===== config.mk =====
export PLATFORM = sky130hd
export DESIGN_NAME = pgwalk
export DESIGN_NICKNAME = d
export VERILOG_FILES = /design/src/rtl/pgwalk_pkg.sv /design/src/rtl/pgwalk_split.sv /design/src/rtl/pgwalk_ctrl.sv /design/src/rtl/pgwalk_dpath.sv /design/src/rtl/pgwalk.sv
export SDC_FILE = /design/constraint.sdc
export NUM_CORES = 1
export LEC_CHECK = 0
export BUFFER_PORTS_ARGS = -buffer_cell sky130_fd_sc_hd__buf_2
export CAP_MARGIN = 10
export CORE_MARGIN = 4
export CORE_UTILIZATION = 54
export CTS_CLUSTER_DIAMETER = 60
export DETAILED_ROUTE_END_ITERATION = 12
export PLACE_DENSITY_LB_ADDON = 0.3
export SETUP_SLACK_MARGIN = 0.2
export SYNTH_ARGS = -nofsm -noshare
export SYNTH_HDL_FRONTEND = slang
export SYNTH_SLANG_ARGS = --single-unit

===== constraint.sdc =====
create_clock -name clk -period 4.75 [get_ports clk]
set_clock_uncertainty 0.05 [all_clocks]
set_input_delay 0.2375 -clock clk [delete_from_list [all_inputs] [get_ports clk]]
set_output_delay 0.2375 -clock clk [all_outputs]
set_load 0.05 [all_outputs]

===== src/rtl/pgwalk_pkg.sv =====
// Shared types for the two-level page walker.
// Assumes: nothing beyond the package itself.
package pgwalk_pkg;

    // walk sequencer states
    typedef enum logic [2:0] {
        WS_IDLE   = 3'd0,
        WS_RD_DIR = 3'd1,
        WS_RD_TBL = 3'd2,
        WS_OK     = 3'd3,
        WS_FLT    = 3'd4
    } walk_st_e;

    // log2 of the entry size in bytes (32-bit entries)
    localparam int unsigned ENT_SH = 2;

endpackage


===== src/rtl/pgwalk_split.sv =====
// Splits a linear address into directory index, table index and page offset.
// Assumes: AW = DIR_W + TBL_W + offset width, with the offset in the low bits.
module pgwalk_split #(
    parameter int unsigned AW    = 32,
    parameter int unsigned DIR_W = 10,
    parameter int unsigned TBL_W = 10
) (
    input  logic [AW-1:0]              lin_i,
    output logic [DIR_W-1:0]           dir_idx_o,
    output logic [TBL_W-1:0]           tbl_idx_o,
    output logic [AW-DIR_W-TBL_W-1:0]  off_o
);
    localparam int unsigned OFF_W = AW - DIR_W - TBL_W;

    // field extraction
    always_comb begin
        dir_idx_o = lin_i[AW-1 -: DIR_W];
        tbl_idx_o = lin_i[OFF_W +: TBL_W];
        off_o     = lin_i[OFF_W-1:0];
    end
endmodule


===== src/rtl/pgwalk_ctrl.sv =====
// Walk sequencer: idle, directory read, table read, then a one-cycle
// success or fault state. Issues one read at a time and holds it until
// the memory flags valid data.
// Assumes: present_i is bit 0 of the returned entry, valid with rvalid_i.
module pgwalk_ctrl
    import pgwalk_pkg::*;
(
    input  logic clk,
    input  logic rst_n,
    input  logic req_i,
    input  logic rvalid_i,
    input  logic present_i,
    output logic rd_o,
    output logic sel_tbl_o,
    output logic done_o,
    output logic fault_o,
    output logic cap_req_o,
    output logic cap_pde_o,
    output logic cap_pte_o,
    output logic cap_flt_o
);
    walk_st_e st_q, st_d;

    // state register
    always_ff @(posedge clk) begin
        if (!rst_n) st_q <= WS_IDLE;
        else        st_q <= st_d;
    end

    // next state and capture strobes
    always_comb begin
        st_d      = st_q;
        cap_req_o = 1'b0;
        cap_pde_o = 1'b0;
        cap_pte_o = 1'b0;
        cap_flt_o = 1'b0;
        unique case (st_q)
            WS_IDLE: begin
                if (req_i) begin
                    st_d      = WS_RD_DIR;
                    cap_req_o = 1'b1;
                end
            end
            WS_RD_DIR: begin
                if (rvalid_i) begin
                    if (present_i) begin
                        st_d      = WS_RD_TBL;
                        cap_pde_o = 1'b1;
                    end else begin
                        st_d      = WS_FLT;
                        cap_flt_o = 1'b1;
                    end
                end
            end
            WS_RD_TBL: begin
                if (rvalid_i) begin
                    if (present_i) begin
                        st_d      = WS_OK;
                        cap_pte_o = 1'b1;
                    end else begin
                        st_d      = WS_FLT;
                        cap_flt_o = 1'b1;
                    end
                end
            end
            WS_OK:   st_d = WS_IDLE;
            WS_FLT:  st_d = WS_IDLE;
            default: st_d = WS_IDLE;
        endcase
    end

    // state-decoded outputs
    always_comb begin
        rd_o      = (st_q == WS_RD_DIR) || (st_q == WS_RD_TBL);
        sel_tbl_o = (st_q == WS_RD_TBL);
        done_o    = (st_q == WS_OK) || (st_q == WS_FLT);
        fault_o   = (st_q == WS_FLT);
    end
endmodule


===== src/rtl/pgwalk_dpath.sv =====
// Walk datapath: holds the request, forms entry addresses, and keeps the
// translated address and the faulting address.
// Assumes: capture strobes come from the sequencer and are mutually exclusive.
module pgwalk_dpath
    import pgwalk_pkg::*;
#(
    parameter int unsigned AW    = 32,
    parameter int unsigned DIR_W = 10,
    parameter int unsigned TBL_W = 10
) (
    input  logic          clk,
    input  logic          rst_n,
    input  logic [AW-1:0] lin_i,
    input  logic [AW-1:0] dir_base_i,
    input  logic [AW-1:0] entry_i,
    input  logic          sel_tbl_i,
    input  logic          cap_req_i,
    input  logic          cap_pde_i,
    input  logic          cap_pte_i,
    input  logic          cap_flt_i,
    output logic [AW-1:0] mem_addr_o,
    output logic [AW-1:0] phys_o,
    output logic [AW-1:0] flt_addr_o
);
    localparam int unsigned OFF_W = AW - DIR_W - TBL_W;
    localparam int unsigned FRM_W = AW - OFF_W;

    logic [AW-1:0]    la_q;
    logic [FRM_W-1:0] dir_frm_q;
    logic [FRM_W-1:0] tbl_frm_q;
    logic [AW-1:0]    phys_q;
    logic [AW-1:0]    flt_q;

    logic [DIR_W-1:0] dir_idx;
    logic [TBL_W-1:0] tbl_idx;
    logic [OFF_W-1:0] pg_off;
    logic [AW-1:0]    dir_ent_addr;
    logic [AW-1:0]    tbl_ent_addr;
    logic             base_low_unused;
    logic             entry_attr_unused;

    pgwalk_split #(.AW(AW), .DIR_W(DIR_W), .TBL_W(TBL_W)) u_split (
        .lin_i     (la_q),
        .dir_idx_o (dir_idx),
        .tbl_idx_o (tbl_idx),
        .off_o     (pg_off)
    );

    // bits that carry no meaning for the walk
    assign base_low_unused   = ^dir_base_i[OFF_W-1:0];
    assign entry_attr_unused = ^entry_i[OFF_W-1:1];

    // entry address formation for both levels
    always_comb begin
        dir_ent_addr = {dir_frm_q, {OFF_W{1'b0}}}
                     + {{(AW-DIR_W-ENT_SH){1'b0}}, dir_idx, {ENT_SH{1'b0}}};
        tbl_ent_addr = {tbl_frm_q, {OFF_W{1'b0}}}
                     + {{(AW-TBL_W-ENT_SH){1'b0}}, tbl_idx, {ENT_SH{1'b0}}};
        mem_addr_o   = sel_tbl_i ? tbl_ent_addr : dir_ent_addr;
    end

    // request capture: linear address and page-aligned directory frame
    always_ff @(posedge clk) begin
        if (!rst_n) begin
            la_q      <= '0;
            dir_frm_q <= '0;
        end else if (cap_req_i) begin
            la_q      <= lin_i;
            dir_frm_q <= dir_base_i[AW-1:OFF_W];
        end
    end

    // table frame from a present directory entry
    always_ff @(posedge clk) begin
        if (!rst_n)         tbl_frm_q <= '0;
        else if (cap_pde_i) tbl_frm_q <= entry_i[AW-1:OFF_W];
    end

    // translated address from a present table entry
    always_ff @(posedge clk) begin
        if (!rst_n)         phys_q <= '0;
        else if (cap_pte_i) phys_q <= {entry_i[AW-1:OFF_W], pg_off};
    end

    // faulting linear address
    always_ff @(posedge clk) begin
        if (!rst_n)         flt_q <= '0;
        else if (cap_flt_i) flt_q <= la_q;
    end

    assign phys_o     = phys_q;
    assign flt_addr_o = flt_q;
endmodule


===== src/rtl/pgwalk.sv =====
// Two-level page walker top: sequencer plus datapath on one read port.
// Assumes: memory returns at most one valid word per issued read and only
// while the read request is high.
module pgwalk #(
    parameter int unsigned AW    = 32,
    parameter int unsigned DIR_W = 10,
    parameter int unsigned TBL_W = 10
) (
    input  logic          clk,
    input  logic          rst_n,
    input  logic          req_i,
    input  logic [AW-1:0] lin_addr_i,
    input  logic [AW-1:0] dir_base_i,
    output logic          mem_rd_o,
    output logic [AW-1:0] mem_addr_o,
    input  logic          mem_rvalid_i,
    input  logic [AW-1:0] mem_rdata_i,
    output logic [AW-1:0] phys_addr_o,
    output logic          done_o,
    output logic          fault_o,
    output logic [AW-1:0] fault_addr_o
);
    logic sel_tbl;
    logic cap_req, cap_pde, cap_pte, cap_flt;

    pgwalk_ctrl u_ctrl (
        .clk       (clk),
        .rst_n     (rst_n),
        .req_i     (req_i),
        .rvalid_i  (mem_rvalid_i),
        .present_i (mem_rdata_i[0]),
        .rd_o      (mem_rd_o),
        .sel_tbl_o (sel_tbl),
        .done_o    (done_o),
        .fault_o   (fault_o),
        .cap_req_o (cap_req),
        .cap_pde_o (cap_pde),
        .cap_pte_o (cap_pte),
        .cap_flt_o (cap_flt)
    );

    pgwalk_dpath #(.AW(AW), .DIR_W(DIR_W), .TBL_W(TBL_W)) u_dpath (
        .clk        (clk),
        .rst_n      (rst_n),
        .lin_i      (lin_addr_i),
        .dir_base_i (dir_base_i),
        .entry_i    (mem_rdata_i),
        .sel_tbl_i  (sel_tbl),
        .cap_req_i  (cap_req),
        .cap_pde_i  (cap_pde),
        .cap_pte_i  (cap_pte),
        .cap_flt_i  (cap_flt),
        .mem_addr_o (mem_addr_o),
        .phys_o     (phys_addr_o),
        .flt_addr_o (fault_addr_o)
    );
endmodule


==> flow_summary.ini, run 1 <==
[global_route]
grt_max_degree = 114
top_usage_layer = met2
antenna_found_initial = 0
grt.overflow.total = 0
grt_use_met3 = 0.0813
grt_pass1_vias = 5158
grt_first_pass_wirelength_um = 24900
grtUsageMet2 = 0.429
grt_use_total = 0.247
use_met1 = 0.273

[timing]
max_freq_ghz = 0.324
period_share = 0.650
hold_viol = 0
maxSlewViolCount = 0
grt_setup_unrepaired = no
period_needed_ns = 3.09
tns_ns = 0
tightest_slew_ns = 1.08
finalSetupViolCount = 0
slew_headroom = 0.281

[pwr]
p_clk_frac = 0.471
switching_share = 0.251
power_switching_w = 0.000763
internal_power_w = 0.00227
ir_worst_vdd_mv = 0.270
p_comb_frac = 0.123
p_seq_frac = 0.406
leakage_nw = 3.40
power_density_nw_per_um2 = 384

[worst_setup_path]
slowest_delay_ns = 0.66
crit_path_end_kind = output port
crit_fanout = 22
start_kind = register
critPathBufInv = 2
worstSetupPathType = register to output port
cp.required_ns = 4.46
slowest_stage = nor3b_4
crit_arrival_ns = 2.80
critPathTopFamily = simple AND/OR/NAND/NOR gates
path_cells = nor3b_4, buf_4, mux2_2, buf_2

[yosys]
synth.yosys.warnings = 0
avgSynthCellArea_um2 = 9.33
yosysSeqAreaShare = 0.485
syn_area_um2 = 5740
syn_inst = 615
synth_cell_types = 28
synth_seq_cells = 139

[floorplanning]
start_util = 0.556
ios = 199
dieArea_um2 = 12300
core-area_um2 = 10300
rows = 37
fp.dieW_um = 111
die_h_um = 111

[clocking]
post_cts_buffers = 0
ctsHoldBuffers = 73
cts.sinks = 139
cts-resized-gates = 0
cts_tree = built
numCtsBuffers = 17
clock_latency_ns = 0.53
cts.path.max_buffers = 2
clk_pin_slew_ns = 0.06
cts.htree.levels = 4
cts-root-buf = clkbuf_8

[final_layout]
finalNetCount = 940
final_cell_mix = nand2_1 (241), buf_2 (172), dfxtp_1 (139), mux2i_1 (84), dlygate4sd3_1 (73)
final_common_cell = nand2_1
synthToLayoutAreaGrowth_pct = 38.0
drive_gt1_frac = 0.292
fin_area_um2 = 7920

[drt]
num_vias = 4996
drc = 0
postRouteAntennaNets = 0
viasPerCell = 5.05
totalWireLength_um = 15200
wire_per_inst_um = 15.3
first_pass_iters = 5
drt_iter0_markers = 317

[placement]
hpwl_um = 8800
gp_congestion = 0.778
port_buffers = 173
dpl_cell_area_um2 = 6540

[job]
maxCapViolCount = 0

[min_path]
min_path_type = input pin to register

[status]
status = completed
==> state kept, by name (all words and copies together) (netlist names) <==
name                flops
u_dpath.phys_o         32
u_dpath.la_q           32
u_dpath.dir_frm_q      20
u_dpath.tbl_frm_q      20
u_ctrl.st_q             3
u_dpath.flt_addr_o     32
==> worst min-delay path, stage by stage <==
cell,delay (ns)
buf_2,0.12
nand4b_1,0.11
nor2_2,0.09
mux2i_1,0.12
==> logic make-up after synthesis <==
logic type / share of synthesized area
buffers and inverters: 0.0543
DFF: 0.485
AOI/OAI and AO/OA: 0.0731
muxes: 0.205
and+or+nand+nor: 0.180
xor gates and xnor gates: 0.00153
other: 0.000654
==> synth_stat cells, drive strengths merged <==
| master | n | area (µm²) |
|---|---|---|
| a21boi | 52 | 390 |
| a311oi | 1 | 8.76 |
| and2 | 2 | 12.5 |
| and3 | 1 | 6.26 |
| buf | 30 | 240 |
| clkbuf | 19 | 71.3 |
| conb | 1 | 3.75 |
| dfxtp | 139 | 2780 |
| mux2 | 30 | 338 |
| mux2i | 84 | 841 |
| nand2 | 241 | 905 |
| nand2b | 1 | 6.26 |
| nand4b | 1 | 8.76 |
| nor2 | 2 | 7.51 |
| nor2b | 1 | 6.26 |
| nor3 | 1 | 16.3 |
| nor3b | 2 | 20.0 |
| nor4b | 1 | 23.8 |
| nor4bb | 1 | 10.0 |
| o21a | 1 | 7.51 |
| o21ai | 1 | 5.00 |
| o21bai | 1 | 7.51 |
| or4b | 1 | 10.0 |
| xnor2 | 1 | 8.76 |
==> power groups by stage <==
stage                     clock network [W]  registers (W)  logic (W)
after global routing                0.00150        0.00124   0.000400
after floorplan                           0        0.00126   0.000238
after detailed placement                  0        0.00126   0.000320
after CTS                           0.00145        0.00123   0.000367
after global placement                    0        0.00126   0.000314
final                               0.00143        0.00123   0.000373
==> worst paths after layout <==
| check | from | endpoint | slack (ns) | cells after the start |
|---|---|---|---|---|
| hold reg to reg | u_dpath.dir_frm_q[18] | u_dpath.dir_frm_q[18] | 0.40 | 2 |
| hold / removal | mem_rdata_i[0] | u_dpath.tbl_frm_q[1] | 0.15 | 4 |
| setup / recovery | u_ctrl.st_q[1] | mem_addr_o[20] | 1.66 | 4 |
| setup reg to reg | u_ctrl.st_q[1] | u_dpath.phys_o[17] | 2.06 | 3 |
==> layout make-up <==
type / instances / area, µm²
Clock buffer: 18 / 428
Tap cell: 136 / 170
Timing Repair Buffer: 254 / 1660
Antenna cell: 1 / 2.50
Multi-Input combinational cell: 428 / 2660
Sequential cell: 139 / 2780
Fill cell: 669 / 2410
Clock inverter: 14 / 218
==> routing by layer <==
| layer | up-vias | part of all wire |
|---|---|---|
| li1 | 2462 | - |
| met1 | 2324 | 0.40 |
| met2 | 172 | 0.50 |
| met3 | 38 | 0.063 |
| met4 | 0 | 0.031 |
| met5 | - | 0 |
==> per-stage QoR <==
step	power (W)	utilization	std cells	hold slack (ns)	setup WS [ns]
3_5_place_dp	0.00158	0.633	884	0.392	2.12
3_3_place_gp	0.00157	0.633	884	0.388	2.21
6_report	0.00304	0.767	990	0.150	1.66
5_1_grt	0.00314	0.767	989	0.141	1.54
2_1_floorplan	0.00150	-	616	0.322	2.24
4_1_cts	0.00305	0.767	989	0.124	1.72
No activity file was read; power rests on OpenSTA's default activity.
==> inputs of run 2 (changes only) <==
- CORE_UTILIZATION: 54 -> 50
- clock period: 4.75 -> 3.1 ns (I/O delays scaled with it)
==> flow_summary.ini, run 2 (same netlist as run 1, synthesis figures left out) <==
[status]
status = completed

[placement]
gp_congestion = 0.807
dpl_cell_area_um2 = 6590
port_buffers = 173
hpwl_um = 9310

[clocking]
cts.sinks = 139
post_cts_buffers = 0
clock_latency_ns = 0.41
clk_pin_slew_ns = 0.06
cts.path.max_buffers = 2
cts.htree.levels = 4
cts_tree = built
numCtsBuffers = 17
cts-root-buf = clkbuf_16

[floorplanning]
start_util = 0.520
die_h_um = 115
dieArea_um2 = 13300
core-area_um2 = 11000
rows = 38
fp.dieW_um = 115
ios = 199

[timing]
period_share = 0.775
slew_headroom = 0.499
finalSetupViolCount = 0
hold_viol = 0
tns_ns = 0
tightest_slew_ns = 0.752
max_freq_ghz = 0.416
period_needed_ns = 2.40
grt_setup_unrepaired = no
maxSlewViolCount = 0

[pwr]
power_density_nw_per_um2 = 578
ir_worst_vdd_mv = 0.340
leakage_nw = 3.41

[drt]
drt_iter0_markers = 275
totalWireLength_um = 15400
first_pass_iters = 4
num_vias = 4978
postRouteAntennaNets = 0
viasPerCell = 5.00
wire_per_inst_um = 15.5
drc = 0

[final_layout]
drive_gt1_frac = 0.291
fin_area_um2 = 7930
final_cell_mix = nand2_1 (241), buf_2 (172), dfxtp_1 (139), mux2i_1 (84), dlygate4sd3_1 (72)
fillers = 792
synthToLayoutAreaGrowth_pct = 38.3
finalNetCount = 942
final_common_cell = nand2_1

[job]
maxCapViolCount = 0

[worst_setup_path]
slowest_delay_ns = 0.55
start_kind = register
slowest_stage = dfxtp_1
rrSetupSlack_ns = 1.15
crit_path_end_kind = output port
reg2reg_from = u_ctrl.st_q[1]
crit_arrival_ns = 2.20
cp.required_ns = 2.89
path_cells = nor3b_4, buf_4, mux2_2, buf_2
worstRegToRegCells = 4
r2r-end = u_dpath.phys_o[25]
crit_fanout = 21
worstSetupPathType = register to output port

[global_route]
grt_first_pass_wirelength_um = 25400
grt_pass1_vias = 5302
grt.overflow.total = 0
antenna_found_initial = 0
grt_use_total = 0.240
grt_max_degree = 80

[min_path]
worstHoldPathCells = 3
min_to = u_ctrl.st_q[0]
min_path_type = input pin to register
min_from = mem_rvalid_i
run 2: timing repair:
item	in CTS	in global routing
hold buffers	72	0
gates resized for setup	0	0
endpoints found under the hold margin	91	0
run 2: critical path: cells and delay by family, from the launching register on:
family | cells | cell delay, ns
mux | 1 | 0.39
simple gates | 1 | 0.28
buf+inv | 2 | 0.57
flops | 1 | 0.55
run 2: worst max path at each step:
stage	startpoint	to	slack, ns	cells after the start
after global placement	u_ctrl.st_q[1]	mem_addr_o[14]	1.17	4
after global routing	u_ctrl.st_q[1]	mem_addr_o[18]	0.59	4
after detailed placement	u_ctrl.st_q[1]	mem_addr_o[14]	1.15	4
after floorplan	u_ctrl.st_q[0]	done_o	0.67	3
after CTS	u_ctrl.st_q[1]	mem_addr_o[14]	0.70	4
final	u_ctrl.st_q[1]	mem_addr_o[21]	0.70	4
run 2: cell type report:
type                       instances  area [µm²]  area share
clock buffer                      21         450      0.0568
timing repair buffer             256        1700       0.214
clock inverter                    11         168      0.0211
tap                              140         175      0.0221
sequential                       139        2780       0.351
antenna                            1        2.50    0.000316
multi-input combinational        428        2660       0.335
run 2: through the flow:
stage	hold slack [ns]	cells	setup slack, ns	util	total power [W]
after global routing	0.108	995	0.586	0.719	0.00475
final	0.0863	996	0.697	0.719	0.00458
after global placement	0.345	891	1.17	0.597	0.00241
after floorplan	0.240	616	0.671	-	0.00230
after CTS	0.0566	995	0.696	0.719	0.00461
after detailed placement	0.352	891	1.15	0.597	0.00242
run 2: where the power goes:
| part | switching (W) | internal (W) |
|---|---|---|
| sequential | 0.0000420 | 0.00185 |
| combinational | 0.000350 | 0.000225 |
| clock | 0.000748 | 0.00137 |
run 2: layer usage:
layer	wire length (µm)	vias to the layer above	global-route usage
met3	917	34	0.0642
met2	7900	159	0.434
met5	0	-	0
met4	431	0	0.102
li1	-	2471	-
met1	6150	2314	0.264
